### src/rtl/bus_write_master.sv
module bus_write_master #(
  parameter int REQ_LEVEL = 3,
  parameter int LEVELS    = 4,
  parameter int HI_W      = 16,
  parameter int LO_W      = 15,
  parameter int DW        = 24
) (
  input  logic                 clk,
  input  logic                 rst_n,
  input  logic                 wr_en,
  input  logic [1:0]           wr_sel,
  input  logic [LO_W-1:0]      wr_lo,
  input  logic [DW-1:0]        wr_data,
  input  logic                 wide32,
  output logic                 wr_stall,
  input  logic                 blk_mode,
  input  logic                 hold_req_n,
  output logic [LEVELS-1:0]    br_n,
  input  logic [LEVELS-1:0]    bg_in_n,
  output logic [LEVELS-1:0]    bg_out_n,
  input  logic                 dtack_n,
  output logic                 as_n,
  output logic                 ds0_n,
  output logic                 ds1_n,
  output logic                 addr_oe,
  output logic                 data_oe,
  output logic [HI_W+LO_W:1]   bus_addr,
  output logic [31:0]          bus_data,
  output logic [5:0]           bus_am,
  output logic                 bus_write_n,
  output logic                 bus_lword_n,
  output logic                 is_master,
  output logic                 done
);
  localparam int PAD = 32 - DW;
  localparam logic [1:0] SEL_CTRL = 2'd0, SEL_HI = 2'd1, SEL_UP = 2'd2, SEL_GO = 2'd3;

  logic [7:0]      ctrl_q;
  logic [HI_W-1:0] hi_q;
  logic [15:0]     up_q;
  logic [LO_W-1:0] lo_q;
  logic [DW-1:0]   dat_q;
  logic            wide_q, pending, owned, strobe, blk_first;

  wire accept = wr_en & ~pending;
  wire start  = accept & (wr_sel == SEL_GO);
  wire ack    = strobe & ~dtack_n;
  wire want   = pending | ~hold_req_n;
  wire grant  = ~bg_in_n[REQ_LEVEL];

  always_ff @(posedge clk or negedge rst_n) begin
    if (!rst_n) begin
      ctrl_q    <= '0;
      hi_q      <= '0;
      up_q      <= '0;
      lo_q      <= '0;
      dat_q     <= '0;
      wide_q    <= 1'b0;
      pending   <= 1'b0;
      owned     <= 1'b0;
      strobe    <= 1'b0;
      blk_first <= 1'b1;
    end else begin
      if (accept) begin
        case (wr_sel)
          SEL_CTRL: ctrl_q <= wr_data[7:0];
          SEL_HI:   hi_q   <= wr_data[HI_W-1:0];
          SEL_UP:   up_q   <= wr_data[15:0];
          SEL_GO: begin
            lo_q   <= wr_lo;
            dat_q  <= wr_data;
            wide_q <= wide32;
          end
        endcase
      end
      pending   <= pending ? ~ack : start;
      owned     <= owned ? ((pending & ~ack) | ~hold_req_n) : (want & grant);
      strobe    <= strobe ? ~ack : (owned & pending);
      blk_first <= (~blk_mode | ~owned) ? 1'b1 : (ack ? 1'b0 : blk_first);
    end
  end

  for (genvar i = 0; i < LEVELS; i++) begin : g_lvl
    if (i == REQ_LEVEL) begin : g_own
      assign br_n[i]     = ~(want | owned);
      assign bg_out_n[i] = bg_in_n[i] | want | owned;
    end else begin : g_pass
      assign br_n[i]     = 1'b1;
      assign bg_out_n[i] = bg_in_n[i];
    end
  end

  assign as_n        = ~strobe;
  assign ds0_n       = ~strobe;
  assign ds1_n       = ~strobe;
  assign data_oe     = strobe;
  assign addr_oe     = strobe & (~blk_mode | blk_first);
  assign bus_addr    = {hi_q, lo_q};
  assign bus_data    = wide_q ? {up_q, dat_q[15:0]} : {{PAD{1'b1}}, dat_q};
  assign bus_am      = ctrl_q[5:0];
  assign bus_write_n = ctrl_q[6];
  assign bus_lword_n = ctrl_q[7];
  assign is_master   = owned;
  assign done        = ~pending;
  assign wr_stall    = pending;
endmodule

### config.mk
export PLATFORM = sky130hd
export DESIGN_NAME = bus_write_master
export DESIGN_NICKNAME = d
export VERILOG_FILES = /design/src/rtl/bus_write_master.sv
export SDC_FILE = /design/constraint.sdc
export NUM_CORES = 1
export LEC_CHECK = 0
export BUFFER_PORTS_ARGS = -buffer_cell sky130_fd_sc_hd__buf_2
export CAP_MARGIN = 5
export CORE_AREA = 3 3 91 93
export CTS_BUF_LIST = sky130_fd_sc_hd__clkbuf_16
export DETAILED_ROUTE_END_ITERATION = 10
export DIE_AREA = 0 0 94 96
export HOLD_SLACK_MARGIN = 0.05
export PLACE_DENSITY_LB_ADDON = 0.25
export SYNTH_ARGS = -nofsm -noshare
export SYNTH_HDL_FRONTEND = slang
export SYNTH_SLANG_ARGS = --single-unit
### constraint.sdc
create_clock -name clk -period 1.85 [get_ports clk]
set_clock_uncertainty 0.2 [all_clocks]
set_input_delay 0.185 -clock clk [delete_from_list [all_inputs] [get_ports clk]]
set_output_delay 0.185 -clock clk [all_outputs]
set_load 0.005 [all_outputs]
Word-level counts from Yosys, hierarchy flattened
Index checks and enable logic that the tools add are counted.

storage, ports and cells
  register bits = 84
  bits of input ports = 52
  output and inout bits = 87

operators by class
  eq/ne operators = 3
  muxes and demuxes = 6
  bitwise logic cells = 23
  reductions and logical operators = 6

operators with widths
  kind                                                  number
  2-to-1 mux 32 bit                                     1
  NOT 1 bit                                             9
  AND reduction 2 bit                                   4
  bitwise AND 1 bit                                     7
  bitwise OR 1 bit                                      7
  2-to-1 mux 1 bit                                      5
  equality test 2 bit (second input constant)           2
  equality test 2 x 1 -> 1 bit (second input constant)  1
  logical NOT 2 bit                                     1
  nonzero test 2 bit                                    1

Longest topological paths before layout
  depth after elaboration = 6
  gate-level depth with buffers = 5
  depth with buffers taken out = 2

Worst setup path after synthesis
No wires, ideal clock.

  path kind = reg2reg
  start point = register pending, in the netlist wr_stall
  end point = register hi_q[10]
  library setup time = 125 ps
  arrival = 1370 ps
  required time = 1525 ps
  setup slack = 155 ps
  cell stages (with the launch flop) = 6
  path buffers = 3
  period minus slack after synthesis = 1695 ps
  path through = dfrtp_1 -> buf_6 -> and4bb_2 -> buf_6 -> buf_6 -> mux2_4

between the ends
  cells in the longest elaborated chain, start to end = 3

RTL lines
  item                                  line  text
  from (decl)                           43    logic wide_q, pending, owned, strobe, blk_first;
  from (signal assigned)                76    pending <= pending ? ~ack : start;
  NOT 1 bit                             45    wire accept = wr_en & ~pending;
  bitwise AND 1 bit                     45
  AND reduction 2 bit (no source line)  -
  to (signal assigned)                  67    SEL_HI: hi_q <= wr_data[HI_W-1:0];
  to (decl)                             39    logic [HI_W-1:0] hi_q;

No other way between the ends.
A chain may end at the register's enable or synchronous reset.

Worst setup path in the final report
  start point = input port hold_req_n
  end point = register owned, in the netlist is_master

between the ends
  cells in the longest elaborated chain, start to end = 4
  elaborated cells on any way between the ends = 5
  those cells by class = 1 x mux; 4 x bitwise

RTL lines
  item                  line    text
  from (decl)           17      input logic hold_req_n,
  NOT 1 bit *           48, 77
  bitwise OR 1 bit      48      wire want = pending | ~hold_req_n;
  bitwise AND 1 bit     77      owned <= owned ? ((pending & ~ack) | ~hold_req_n) : (want & grant);
  2-to-1 mux 1 bit *    77
  to (signal assigned)  77
  to (decl)             43

Every way passes the cells marked *; elsewhere a longest branch is shown, timed or not.

==> qor.yml <==
worst_setup_path:
  cp_slowest_cell: "dlygate4sd3_1"
  start_kind: "input port"
  r2r-start: "data_oe"
  crit_path_frequent_cell: "dlygate4sd3_1"
  r2r_end: "is_master"
  critPathMaxFanout: 3
  crit_type: "in2reg"
  crit_start: "hold_req_n"
  worst-r2r-cell-count: 3
  worstPathRequired_ns: 1.90
  critPathArrivalTime_ns: 1.80
  crit_path_max_incr_delay_ns: 0.59
  r2r_slack_ns: 0.15
  crit_chain: "dlygate4sd3_1 > buf_2 > and2b_1 > a311oi_1 > dlygate4sd3_1"
  end_kind: "flip-flop"
sta:
  layout_min_cycle_time_ns: 1.75
  setup_viol: 0
  holdWs_ns: 0.143
  period_share_pct: 94.5
  hold_violations: 0
  final_max_slew_viol_count: 0
  rsz0062_at_grt: "no"
  setup_tns_ns: 0
  max_freq_ghz: 0.572
power:
  ir_drop_mv: 0.754
  switchingPower_mw: 2.11
  p_per_area_nw_per_um2: 1560
  finalPower_mw: 7.79
  p_leak_nw: 2.40
  combPwrFrac_pct: 34.9
  p_int_mw: 5.68
  pwr-share-clk_pct: 22.9
  switching_share_pct: 27.1
  seq_power_share_pct: 42.1
route:
  ant_nets: 0
  drt-initial-drc-count: 48
  drc: 0
  vias_per_cell: 4.74
  routed_wl_um: 7520
  post_drt_wl_per_cell_um: 15.0
  dr.pass1.iters: 3
  dr_total_vias: 2371
hold_path:
  hold_path_class: "in2async"
grt:
  antenna_found_initial: 0
  track_usage_pct: 17.3
  grt_pass1_wl_um: 12000
  grt_pass1_vias: 2409
  grt_max_degree: 44
  grt.overflow.total: 0
yosys:
  yosys.area.top_type_share_pct: 57.2
  synthCells: 235
  synth.area.top_cells: "dfrtp_1, mux2_2, mux2_4"
  synth_area_per_cell_um2: 15.4
  ys_ff_latch: 84
  ys_seq_area_share_pct: 57.9
  yosys.area.top_type: "dfrtp_1"
  ys_warn_count: 0
  synth.distinct_cells: 22
  syn-cell-area_um2: 3630
floorplan:
  core_um2: 7610
  num_rows: 32
  io_pins: 139
  initial_core_util_pct: 47.7
  die_area_um2: 9020
  die_h_um: 96
  dieWidth_um: 94
clock_network:
  cts_tree: "done"
  cts_buffers: 9
  clock_insertion_delay_worst_skew_ns: 0.32
  post_cts_buffers: 0
  cts.path.max_buffers: 2
  cts_root_buffer: "clkbuf_16"
  clock_sinks: 84
  htreeDepth: 3
  clk_pin_slew_ns: 0.06
layout:
  diodes: 0
  regArea_um2: 2110
  nets: 448
  fillerInstances: 600
  area_delta_synth_final_pct: 37.8
  multiInputGateArea_um2: 1260
  drive_gt1_share_pct: 61.1
outcome:
  outcome: "completed"
run:
  cap_violations: 0
placement:
  dpl.hpwl_um: 5090
  gp_congestion: 0.698
  io_buffers: 129
state kept, by name (all words and copies together), names as in the netlist:
register and count:
wide_q 1, wr_stall 1, hi_q 16, ctrl_q 8, lo_q 15, up_q 16, dat_q 24, data_oe 1
blk_first 1, is_master 1
synth_stat cells:
master	n
dfrtp_1	83
mux2_2	68
buf_4	24
mux2_4	20
nand2b_1	9
buf_2	5
buf_6	5
inv_1	3
and4bb_2	2
nand2_1	2
nor2b_1	2
o21ai_0	2
a21oi_1	1
a311oi_1	1
and2b_1	1
clkbuf_1	1
conb_1	1
dfstp_2	1
nand4b_1	1
nor3b_1	1
nor4b_4	1
o211ai_1	1
cell usage in the layout (no fill, tap or decap):
cell type      count
and2b_1            1
a21oi_1            1
bufinv_16          2
buf_2            128
dfstp_2            1
buf_12             3
inv_1              4
dfrtp_1           81
dfrtp_2            2
o211ai_1           1
conb_1             3
nor2b_1            2
nor4b_4            1
and4bb_2           2
clkinv_2           1
nand2b_1           9
nand2_1            2
nor3b_1            1
o21ai_0            2
clkbuf_16          9
buf_4              6
mux2_2            68
mux2_4            20
dlygate4sd3_1     46
nand4b_1           1
a311oi_1           1
power groups by stage:
stage,sequential [mW],clock (mW),combinational (mW)
after floorplan,3.21,0,1.76
after detailed placement,3.31,0,2.67
after global placement,3.28,0,2.61
after global routing,3.43,1.91,3.01
after CTS,3.28,1.85,2.77
final,3.28,1.79,2.72
per-layer routing:
metal,part of all wire (%),vias up,global-route usage (%)
met4,1.1,0,5.78
met5,0,-,0
met2,47,95,27.2
met3,7.1,10,5.24
li1,-,1106,-
met1,45,1160,23.0
cells by family (layout without fill, tap and decap cells):
| logic type | Yosys count | in the layout | synth area share (%) |
|---|---|---|---|
| other | 1 | 3 | 0.103 |
| buffers and inverters | 38 | 199 | 7.62 |
| AND/OR/NAND/NOR | 19 | 19 | 4.10 |
| AO/OA/AOI/OAI | 5 | 5 | 0.862 |
| flip-flops | 84 | 84 | 57.9 |
| multiplexers | 88 | 88 | 29.4 |
metrics by stage:
step | setup slack, ns | std cells | area (um2) | utilization, %
finish | 0.102 | 500 | 5000 | 65.8
CTS | 0.121 | 500 | 5000 | 65.7
floorplan | 0.155 | 237 | 3640 | -
detailed placement | 0.155 | 441 | 4250 | 55.8
global route | 0.0480 | 500 | 5000 | 65.8
global placement | 0.191 | 441 | 4250 | 55.8
cell type report:
cell class              count  area share [%]
clock buffers               9            4.50
clock inverters             4            1.38
inverters                   3           0.225
multi-input cells         115            25.1
flip-flops and latches     84            42.1
well taps                 102            2.55
repair buffers            183            24.1
worst max-delay path, delay by kind of cell:
| family | cells | cell delay, ns |
|---|---|---|
| compound gates | 1 | 0.21 |
| buf+inv | 3 | 1.26 |
| simple gates | 1 | 0.15 |
worst max path at each step:
stage	slack [ns]	end
floorplan	0.16	hi_q[10]
detailed placement	0.16	dat_q[23]
CTS	0.12	bus_data[18]
global route	0.05	is_master
finish	0.10	is_master
global placement	0.19	dat_q[14]
repair_timing:
action | 4_1_cts | 5_1_grt
pin swaps | 0 | 0
hold buffers | 46 | 0
endpoints found under the hold margin | 167 | 0
endpoints found under the setup margin | 2 | 1
gates resized for setup | 1 | 1
No activity file was read; power rests on OpenSTA's default activity.
